$ cat src/rtl/cop_pkg.sv
package cop_pkg;
    typedef enum logic [1:0] {
        COP_IDLE  = 2'd0,
        COP_COUNT = 2'd1,
        COP_PULSE = 2'd2
    } cop_state_e;
endpackage

$ cat src/rtl/cop_clear_decode.sv
// Recognises the service write: strobe, exact address, data bit 0 low.
module cop_clear_decode #(
    parameter int          ADDR_W   = 16,
    parameter logic [15:0] CLR_ADDR = 16'h3FF0
) (
    input  logic              wr_en,
    input  logic [ADDR_W-1:0] wr_addr,
    input  logic              wr_lsb,
    output logic              clr_hit
);
    localparam logic [ADDR_W-1:0] MATCH = ADDR_W'(CLR_ADDR);

    always_comb begin
        clr_hit = wr_en && (wr_addr == MATCH) && !wr_lsb;
    end
endmodule

$ cat src/rtl/cop_timeout_counter.sv
// Tick counter; expire marks the tick that would wrap the count.
module cop_timeout_counter #(
    parameter int CNT_W = 16
) (
    input  logic clk,
    input  logic por_n,
    input  logic hold_zero,
    input  logic clear,
    input  logic tick,
    output logic expire
);
    localparam logic [CNT_W-1:0] CNT_MAX = {CNT_W{1'b1}};

    logic [CNT_W-1:0] cnt_q;

    always_comb begin
        expire = !hold_zero && !clear && tick && (cnt_q == CNT_MAX);
    end

    always_ff @(posedge clk or negedge por_n) begin
        if (!por_n) begin
            cnt_q <= '0;
        end else if (hold_zero || clear) begin
            cnt_q <= '0;
        end else if (tick) begin
            cnt_q <= cnt_q + 1'b1;
        end
    end
endmodule

$ cat src/rtl/cop_pulse_fsm.sv
// Control FSM: idle / counting / pulse, plus pulse timer and cause flag.
module cop_pulse_fsm
    import cop_pkg::*;
#(
    parameter int PULSE_LEN = 4
) (
    input  logic       clk,
    input  logic       por_n,
    input  logic       ext_rst,
    input  logic       enable,
    input  logic       expire,
    output cop_state_e state,
    output logic       rst_out,
    output logic       flag
);
    localparam int PW = (PULSE_LEN > 1) ? $clog2(PULSE_LEN) : 1;
    localparam logic [PW-1:0] PLAST = PW'(PULSE_LEN - 1);

    cop_state_e state_q, state_d;
    logic [PW-1:0] pcnt_q;
    logic          pulse_done;
    logic          flag_q;

    always_comb begin
        pulse_done = (pcnt_q == PLAST);
    end

    // next-state logic
    always_comb begin
        state_d = state_q;
        if (ext_rst) begin
            state_d = enable ? COP_COUNT : COP_IDLE;   // pin-reset
        end else begin
            unique case (state_q)
                COP_IDLE: begin
                    if (expire)      state_d = COP_PULSE;  // expire
                    else if (enable) state_d = COP_COUNT;  // enable
                end
                COP_COUNT: begin
                    if (expire)       state_d = COP_PULSE; // expire
                    else if (!enable) state_d = COP_IDLE;  // disable
                end
                COP_PULSE: begin
                    if (pulse_done) state_d = enable ? COP_COUNT : COP_IDLE; // pulse-done
                end
                default: state_d = COP_IDLE;
            endcase
        end
    end

    // state register, pulse timer, cause flag
    always_ff @(posedge clk or negedge por_n) begin
        if (!por_n) begin
            state_q <= COP_IDLE;
            pcnt_q  <= '0;
            flag_q  <= 1'b0;
        end else begin
            state_q <= state_d;
            if (state_q == COP_PULSE && state_d == COP_PULSE) pcnt_q <= pcnt_q + 1'b1;
            else                                               pcnt_q <= '0;
            if (state_d == COP_PULSE && state_q != COP_PULSE) flag_q <= 1'b1;
        end
    end

    // outputs
    always_comb begin
        state   = state_q;
        rst_out = (state_q == COP_PULSE);
        flag    = flag_q;
    end
endmodule

$ cat src/rtl/cop_watchdog.sv
module cop_watchdog
    import cop_pkg::*;
#(
    parameter int          ADDR_W    = 16,
    parameter logic [15:0] CLR_ADDR  = 16'h3FF0,
    parameter int          CNT_W     = 16,
    parameter int          PULSE_LEN = 4,
    parameter int          MODE_W    = 2
) (
    input  logic              clk,
    input  logic              por_n,
    input  logic              ext_rst,
    input  logic              cop_en,
    input  logic              tick,
    input  logic              wr_en,
    input  logic [ADDR_W-1:0] wr_addr,
    input  logic              wr_lsb,
    input  logic [MODE_W-1:0] mode_pins,
    output logic              wd_rst,
    output logic              wd_flag,
    output logic [MODE_W-1:0] op_mode
);
    cop_state_e        state;
    logic              clr_hit;
    logic              expire;
    logic              hold_zero;
    logic              boot_q;
    logic [MODE_W-1:0] mode_q;

    always_comb begin
        hold_zero = ext_rst || !cop_en || (state == COP_PULSE);
    end

    cop_clear_decode #(.ADDR_W(ADDR_W), .CLR_ADDR(CLR_ADDR)) u_dec (
        .wr_en   (wr_en),
        .wr_addr (wr_addr),
        .wr_lsb  (wr_lsb),
        .clr_hit (clr_hit)
    );

    cop_timeout_counter #(.CNT_W(CNT_W)) u_cnt (
        .clk       (clk),
        .por_n     (por_n),
        .hold_zero (hold_zero),
        .clear     (clr_hit),
        .tick      (tick),
        .expire    (expire)
    );

    cop_pulse_fsm #(.PULSE_LEN(PULSE_LEN)) u_fsm (
        .clk     (clk),
        .por_n   (por_n),
        .ext_rst (ext_rst),
        .enable  (cop_en),
        .expire  (expire),
        .state   (state),
        .rst_out (wd_rst),
        .flag    (wd_flag)
    );

    // mode latch: loaded after power-on and on pin reset only
    always_ff @(posedge clk or negedge por_n) begin
        if (!por_n) begin
            boot_q <= 1'b1;
            mode_q <= '0;
        end else begin
            boot_q <= 1'b0;
            if (boot_q || ext_rst) mode_q <= mode_pins;
        end
    end

    assign op_mode = mode_q;
endmodule

$ cat config.mk
export PLATFORM = sky130hd
export DESIGN_NAME = cop_watchdog
export DESIGN_NICKNAME = d
export VERILOG_FILES = /design/src/rtl/cop_pkg.sv /design/src/rtl/cop_clear_decode.sv /design/src/rtl/cop_timeout_counter.sv /design/src/rtl/cop_pulse_fsm.sv /design/src/rtl/cop_watchdog.sv
export SDC_FILE = /design/constraint.sdc
export NUM_CORES = 1
export LEC_CHECK = 0
export ABC_AREA = 0
export BUFFER_PORTS_ARGS = -buffer_cell sky130_fd_sc_hd__buf_4
export CORE_ASPECT_RATIO = 1.4
export CORE_MARGIN = 2
export CORE_UTILIZATION = 25
export DETAILED_ROUTE_END_ITERATION = 7
export PLACE_DENSITY = 0.52
export SYNTH_ARGS = -nofsm -noshare
export SYNTH_HDL_FRONTEND = slang
export SYNTH_HIERARCHICAL = 1
export SYNTH_SLANG_ARGS = --single-unit
$ cat constraint.sdc
create_clock -name clk -period 3 [get_ports clk]
set_input_delay 0 -clock clk [delete_from_list [all_inputs] [get_ports clk]]
set_output_delay 0 -clock clk [all_outputs]
set_load 0.02 [all_outputs]
Yosys cells after proc, flatten, opt, wreduce, memory -nomap -nowiden:

Index checks and enable logic that the tools add are counted.

* flip-flop bits (word level): 24
* latch bits: 0
* memory bits (writable): 0
* bits in read-only memories: 0
* input bits: 25
* output and inout bits: 4
* word-level logic and storage cells: 43
* memories: 0

* add/subtract/negate cells: 2
* multipliers: 0
* divide/modulo/power cells: 0
* magnitude comparators: 0
* eq/ne operators: 7
* shift operators: 0
* multiplexer cells: 11
* bitwise operators: 0
* reductions and logical operators: 17

Operators by type and width (number)
* 16-bit two-way mux: 2
* 16-bit by 1-bit adder with 16-bit output (second input constant): 1
* 16-bit by 14-bit equality test with 1-bit output (second input constant): 1
* 16-bit equality test (second input constant): 1
* 2-bit two-way mux: 7
* 1-bit logical AND: 7
* 2-bit equality test (second input constant): 3
* 2-bit one-hot mux with 3 select lines: 1
* 1-bit logical NOT: 4
* 1-bit logical OR: 4
* 2-bit by 1-bit adder with 2-bit output (second input constant): 1
* 2-bit by 1-bit equality test with 1-bit output (second input constant): 1
* 2-bit logical NOT: 1
* 2-bit inequality test (second input constant): 1
* 2-bit nonzero test: 1
* 1-bit two-way mux: 1

Logic depth before layout (Yosys ltp):

* word-level depth: 13
* depth in mapped cells: 7
* gate-level depth less buffers: 7

Modules after synthesis:

Netlist, hierarchy kept.

By module, submodules not included
* cop_timeout_counter: instances 1, cells an instance 85, area each 823.3 µm², seq. area each 400.4 µm²
* cop_pulse_fsm: instances 1, cells an instance 16, area each 210.2 µm², seq. area each 125.1 µm²
* cop_watchdog: instances 1, cells an instance 9, area each 122.6 µm², seq. area each 76.3 µm²
* cop_clear_decode: instances 1, cells an instance 6, area each 52.6 µm², seq. area each 0.0 µm²

Worst setup path before layout:

OpenSTA, ideal clock, no wires.

* kind: reg-to-reg
* start: register u_cnt.cnt_q[0]
* end: register u_fsm.state_q[0] (netlist: u_fsm/state[0])
* library setup time: 0.124 ns
* arrival time: 1.585 ns
* required time: 2.876 ns
* setup slack: 1.291 ns
* stages on the path, launching flop included: 7
* buffers on the path: 0
* clock period less this slack: 1.709 ns
* cells stage by stage: dfrtp_1 ha_1 nand4_1 nor4_1 and4_1 nor2_1 o31a_1

* cells in the longest elaborated chain, start to end: 5
* elaborated cells on any way between the ends: 6
* classes of those cells: 1 x eq/ne; 4 x mux; 1 x reduce/logical

Ends and longest elaborated chain
* from (decl): line cop_timeout_counter.sv:14 `logic [CNT_W-1:0] cnt_q;`
* from (signal assigned): line cop_timeout_counter.sv:26 `cnt_q <= cnt_q + 1'b1;`
* 16-bit equality test *: line cop_timeout_counter.sv:17 `expire = !hold_zero && !clear && tick && (cnt_q == CNT_MAX);`
* 1-bit logical AND *: line cop_timeout_counter.sv:17
* net expire: line cop_watchdog.sv:25 `logic expire;`
* 2-bit two-way mux, on equally long branches: line cop_pulse_fsm.sv:40, cop_pulse_fsm.sv:36
* 2-bit one-hot mux with 3 select lines *: line cop_pulse_fsm.sv:34 `unique case (state_q)`
* 2-bit two-way mux *: line cop_pulse_fsm.sv:31 `if (ext_rst) begin`
* net u_fsm.state_d[0]: line cop_pulse_fsm.sv:19 `cop_state_e state_q, state_d;`
* to (signal assigned): line cop_pulse_fsm.sv:58 `state_q <= state_d;`
* to (decl): line cop_pulse_fsm.sv:19

Mark *: on every way through the listed nets, which the timed path passes. The rest lies on a longest branch.
A chain may end at the register's enable or synchronous reset.

Worst setup path after layout:

Ends and elaborated chain as after synthesis.

==> flow_summary.html <==
<table>
<tr><th>Metric</th><th>Value</th></tr>
<tr><th colspan="2">Timing</th></tr>
<tr><td>Worst hold slack after final layout</td><td>0.0597 ns</td></tr>
<tr><td>Final critical delay including setup and external delays</td><td>1.89 ns</td></tr>
<tr><td>Maximum achievable frequency</td><td>0.528 GHz</td></tr>
<tr><td>Final setup viols</td><td>0</td></tr>
<tr><td>Number of pins exceeding their max-slew limit in the final report</td><td>0</td></tr>
<tr><td>Worst-case clock skew</td><td>0.00188 ns</td></tr>
<tr><td>Hold violation count in the final report</td><td>0</td></tr>
<tr><td>Final setup TNS</td><td>0 ns</td></tr>
<tr><td>Unrepaired setup endpoints after global routing</td><td>no</td></tr>
<tr><td>Final period util</td><td>63.1%</td></tr>
<tr><th colspan="2">Logic synthesis</th></tr>
<tr><td>Number of synthesized register bits</td><td>24</td></tr>
<tr><td>Primary flip-flop cell chosen by synthesis mapping</td><td>sky130_fd_sc_hd__dfrtp_1</td></tr>
<tr><td>Top post-synthesis cells by count</td><td>sky130_fd_sc_hd__dfrtp_1, sky130_fd_sc_hd__nor2_1, sky130_fd_sc_hd__xnor2_1, sky130_fd_sc_hd__nand2_1</td></tr>
<tr><td>Dominant combinational cell family by area after synthesis</td><td>simple AND/OR/NAND/NOR gates</td></tr>
<tr><td>Post-Synthesis Mean Instance Area</td><td>10.4 sq um</td></tr>
<tr><td>Cell with the most instances after synthesis</td><td>sky130_fd_sc_hd__dfrtp_1</td></tr>
<tr><td>Cell taking the most area after synthesis</td><td>sky130_fd_sc_hd__dfrtp_1</td></tr>
<tr><td>Area fraction of the dominant cell type after synthesis</td><td>47.6%</td></tr>
<tr><td>Count of warnings emitted by yosys</td><td>6</td></tr>
<tr><td>Fraction of registers with async set/reset</td><td>100%</td></tr>
<tr><td>Arithmetic-cell share of the synthesized area counting full adders, half adders and majority gates</td><td>2.07%</td></tr>
<tr><td>Xor-xnor portion of the synthesized cell area</td><td>9.42%</td></tr>
<tr><td>Synth Net Count</td><td>143</td></tr>
<tr><td>Sequential element share of the synthesized area</td><td>49.8%</td></tr>
<tr><td>Gate count of the mapped netlist</td><td>116</td></tr>
<tr><td>Number of unique standard cell types used by synthesis</td><td>38</td></tr>
<tr><td>Mux cell area share after synthesis</td><td>2.69%</td></tr>
<tr><td>Cell types with the largest area share after synthesis</td><td>sky130_fd_sc_hd__dfrtp_1, sky130_fd_sc_hd__xnor2_1, sky130_fd_sc_hd__nor2_1, sky130_fd_sc_hd__xor2_1, sky130_fd_sc_hd__dfstp_2</td></tr>
<tr><td>Share of the synthesized area in compound gates (AO/OA/AOI/OAI)</td><td>3.93%</td></tr>
<tr><td>EDFF count, synth</td><td>0</td></tr>
<tr><td>Mapped Area</td><td>1210 sq um</td></tr>
<tr><td>Simple-gate share of the synthesized area</td><td>29.9%</td></tr>
<tr><th colspan="2">Run status</th></tr>
<tr><td>Result of the run</td><td>finished clean</td></tr>
<tr><th colspan="2">Placed design</th></tr>
<tr><td>Half-perimeter wire length after detailed placement</td><td>1860 um</td></tr>
<tr><td># port buffers</td><td>28</td></tr>
<tr><td>Gpl congestion</td><td>0.820</td></tr>
<tr><th colspan="2">Finish</th></tr>
<tr><td>Final core utilization</td><td>34.4%</td></tr>
<tr><td>Filler cells</td><td>489</td></tr>
<tr><td>Layout-stage area growth over the synthesis result</td><td>31.1%</td></tr>
<tr><td>Fraction of layout instances using a drive strength above 1</td><td>28.5%</td></tr>
<tr><td>Total Nets Final</td><td>179</td></tr>
<tr><td>Antenna Diode Count</td><td>0</td></tr>
<tr><th colspan="2">Route</th></tr>
<tr><td>Sum of routed wire length over all layers</td><td>2480 um</td></tr>
<tr><td>Average vias per placed instance</td><td>4.50</td></tr>
<tr><td>Vias post-DR</td><td>959</td></tr>
<tr><td>Routed WL per cell</td><td>11.6 um</td></tr>
<tr><td>First-iteration detailed-routing DRC count</td><td>22</td></tr>
<tr><td>Total iterations of the first detailed-routing run</td><td>4</td></tr>
<tr><td>Number of design rule violations left after detail routing</td><td>0</td></tr>
<tr><td>Antenna viol nets, final</td><td>0</td></tr>
<tr><th colspan="2">Global routing</th></tr>
<tr><td>Largest net degree at the start of global routing</td><td>25</td></tr>
<tr><td>Global-route usage over all layers</td><td>9.57%</td></tr>
<tr><td>Via count of the first global-routing pass</td><td>1,046</td></tr>
<tr><td>GRT overflow</td><td>0</td></tr>
<tr><td>Initial antenna violation count</td><td>0</td></tr>
<tr><td>First-pass GRT wire length</td><td>4180 um</td></tr>
<tr><th colspan="2">Power</th></tr>
<tr><td>Pwr/cell area</td><td>367 nW/um^2</td></tr>
<tr><td>Cell leakage power</td><td>0.656 nW</td></tr>
<tr><td>Worst vdd rail ir drop</td><td>0.000109 V</td></tr>
<tr><th colspan="2">Clock tree</th></tr>
<tr><td>CTS Buffer Depth</td><td>2</td></tr>
<tr><td>Clock edge transition at the registers on the reported setup and hold paths</td><td>0.08 ns</td></tr>
<tr><td>Total setup buffers inserted after CTS</td><td>0</td></tr>
<tr><td>CTS root buf</td><td>sky130_fd_sc_hd__clkbuf_8</td></tr>
<tr><td>Skew-Pair Late Insertion Delay</td><td>0.26 ns</td></tr>
<tr><td>Clock sink total</td><td>24</td></tr>
<tr><td>TritonCTS clock tree</td><td>done</td></tr>
<tr><td>Resized cells post-CTS</td><td>0</td></tr>
<tr><td>Number of H-tree levels</td><td>1</td></tr>
<tr><td>Cts bufs inserted</td><td>3</td></tr>
<tr><th colspan="2">Setup path</th></tr>
<tr><td>Launching point of the worst reg2reg path</td><td>u_cnt/cnt_q[0]$_DFFE_PN0P_</td></tr>
<tr><td>Worst setup path endpoint</td><td>u_fsm/state[0]$_DFF_PN0_</td></tr>
<tr><td>WP data arrival</td><td>2.05 ns</td></tr>
<tr><td>Sort of element at the end of the critical path</td><td>flop</td></tr>
<tr><td>Worst-path fanout max</td><td>4</td></tr>
<tr><td>Reg-to-Reg End</td><td>u_fsm/state[0]$_DFF_PN0_</td></tr>
<tr><td>WP data required</td><td>3.15 ns</td></tr>
<tr><td>Sort of element at the start of the critical path</td><td>flop</td></tr>
<tr><td>Critical path launch point</td><td>u_cnt/cnt_q[0]$_DFFE_PN0P_</td></tr>
<tr><td>FF-to-FF setup slack</td><td>1.11 ns</td></tr>
<tr><td>Reg2Reg Depth</td><td>6</td></tr>
<tr><td>Critical path class</td><td>reg -&gt; reg</td></tr>
<tr><th colspan="2">Min path</th></tr>
<tr><td>Worst min-delay path category</td><td>in -&gt; reg</td></tr>
<tr><td>Number of instances on the worst hold path</td><td>3</td></tr>
<tr><th colspan="2">Floorplanning</th></tr>
<tr><td>I/O pin cnt</td><td>29</td></tr>
<tr><td>Placeable Area</td><td>4610 sq um</td></tr>
<tr><td>Vertical die dimension</td><td>86.3 um</td></tr>
<tr><td>Full die area</td><td>5410 sq um</td></tr>
<tr><td>Initial Util</td><td>26.2%</td></tr>
<tr><td>Horiz. Die Dim</td><td>62.8 um</td></tr>
<tr><td>Std cell rows</td><td>29</td></tr>
<tr><th colspan="2">Job</th></tr>
<tr><td>Reported max-cap violation count</td><td>0</td></tr>
</table>
state kept, by name, indices dropped and copies added (netlist names):
register      cells
u_cnt/cnt_q      16
u_fsm/flag        1
boot_q            1
op_mode           2
u_fsm/state       2
u_fsm/pcnt_q      2
power breakdown:
group	switching [mW]	total [mW]	internal [mW]	leakage (nW)
clock	0.0973	0.192	0.0948	0.0228
combinational	0.0243	0.0582	0.0339	0.309
sequential	0.00333	0.332	0.328	0.324
worst max-delay path: stages (launching register included):
cell and delay (ns):
sky130_fd_sc_hd__dfrtp_1 0.43, sky130_fd_sc_hd__ha_1 0.21, sky130_fd_sc_hd__nand4_1 0.17, sky130_fd_sc_hd__nor4_1 0.42, sky130_fd_sc_hd__and4_1 0.27, sky130_fd_sc_hd__nor2_1 0.05, sky130_fd_sc_hd__o31a_1 0.23
through the flow:
stage | cells | total power, mW | setup WS (ns) | instance area (sq um)
after floorplan | 116 | 0.353 | 1.29 | 1210
after global placement | 204 | 0.390 | 1.16 | 1490
after detailed placement | 204 | 0.392 | 1.11 | 1490
after CTS | 213 | 0.593 | 1.09 | 1580
after global routing | 213 | 0.609 | 0.943 | 1580
final | 213 | 0.582 | 1.11 | 1580
how the worst min path moves through the flow:
stage,startpoint,end
2_1_floorplan,por_n,op_mode[0]$_DFFE_PN0P_
3_3_place_gp,por_n,op_mode[1]$_DFFE_PN0P_
3_5_place_dp,por_n,op_mode[1]$_DFFE_PN0P_
4_1_cts,tick,u_cnt/cnt_q[0]$_DFFE_PN0P_
5_1_grt,tick,u_cnt/cnt_q[0]$_DFFE_PN0P_
6_report,tick,u_cnt/cnt_q[0]$_DFFE_PN0P_
metal layers:
| layer | GRT usage (%) | part of all wire, % |
|---|---|---|
| met1 | 10.1 | 39 |
| met2 | 18.8 | 57 |
| met3 | 1.56 | 2.4 |
| met4 | 3.64 | 1.5 |
| met5 | 0 | 0 |
layout make-up:
cell class                      count  area, sq um  share of cell area [%]
Clock buffer                        4         45.0                    2.84
Inverter                            4         15.0                   0.948
Multi-Input combinational cell     86          584                    36.9
Sequential cell                    24          602                    38.0
Tap cell                           62         77.6                    4.90
Timing Repair Buffer               33          260                    16.4
cells in the final DEF (no fill, tap or decap), types with 4 or more instances in the layout:
cell and count:
sky130_fd_sc_hd__buf_4 28, sky130_fd_sc_hd__dfrtp_1 23, sky130_fd_sc_hd__dlygate4sd3_1 5, sky130_fd_sc_hd__inv_1 4, sky130_fd_sc_hd__nand2_1 6, sky130_fd_sc_hd__nand4_1 4, sky130_fd_sc_hd__nor2_1 17, sky130_fd_sc_hd__nor3_1 5
sky130_fd_sc_hd__nor4_1 4, sky130_fd_sc_hd__xnor2_1 8, sky130_fd_sc_hd__xor2_1 5
cells by family after synthesis:
| logic type | Yosys count |
|---|---|
| AND/OR/NAND/NOR | 60 |
| flip-flops | 24 |
| XOR/XNOR | 13 |
| AO/OA/AOI/OAI | 7 |
| buffers and inverters | 6 |
| multiplexers | 3 |
| adder cells (fa/ha/maj) | 2 |
| other | 1 |
timing repair:
item,in CTS,in global routing
endpoints found under the hold margin,31,0
setup endpoints to repair,0,0
hold buffers,5,0
Power figures use the tool's default switching activity.
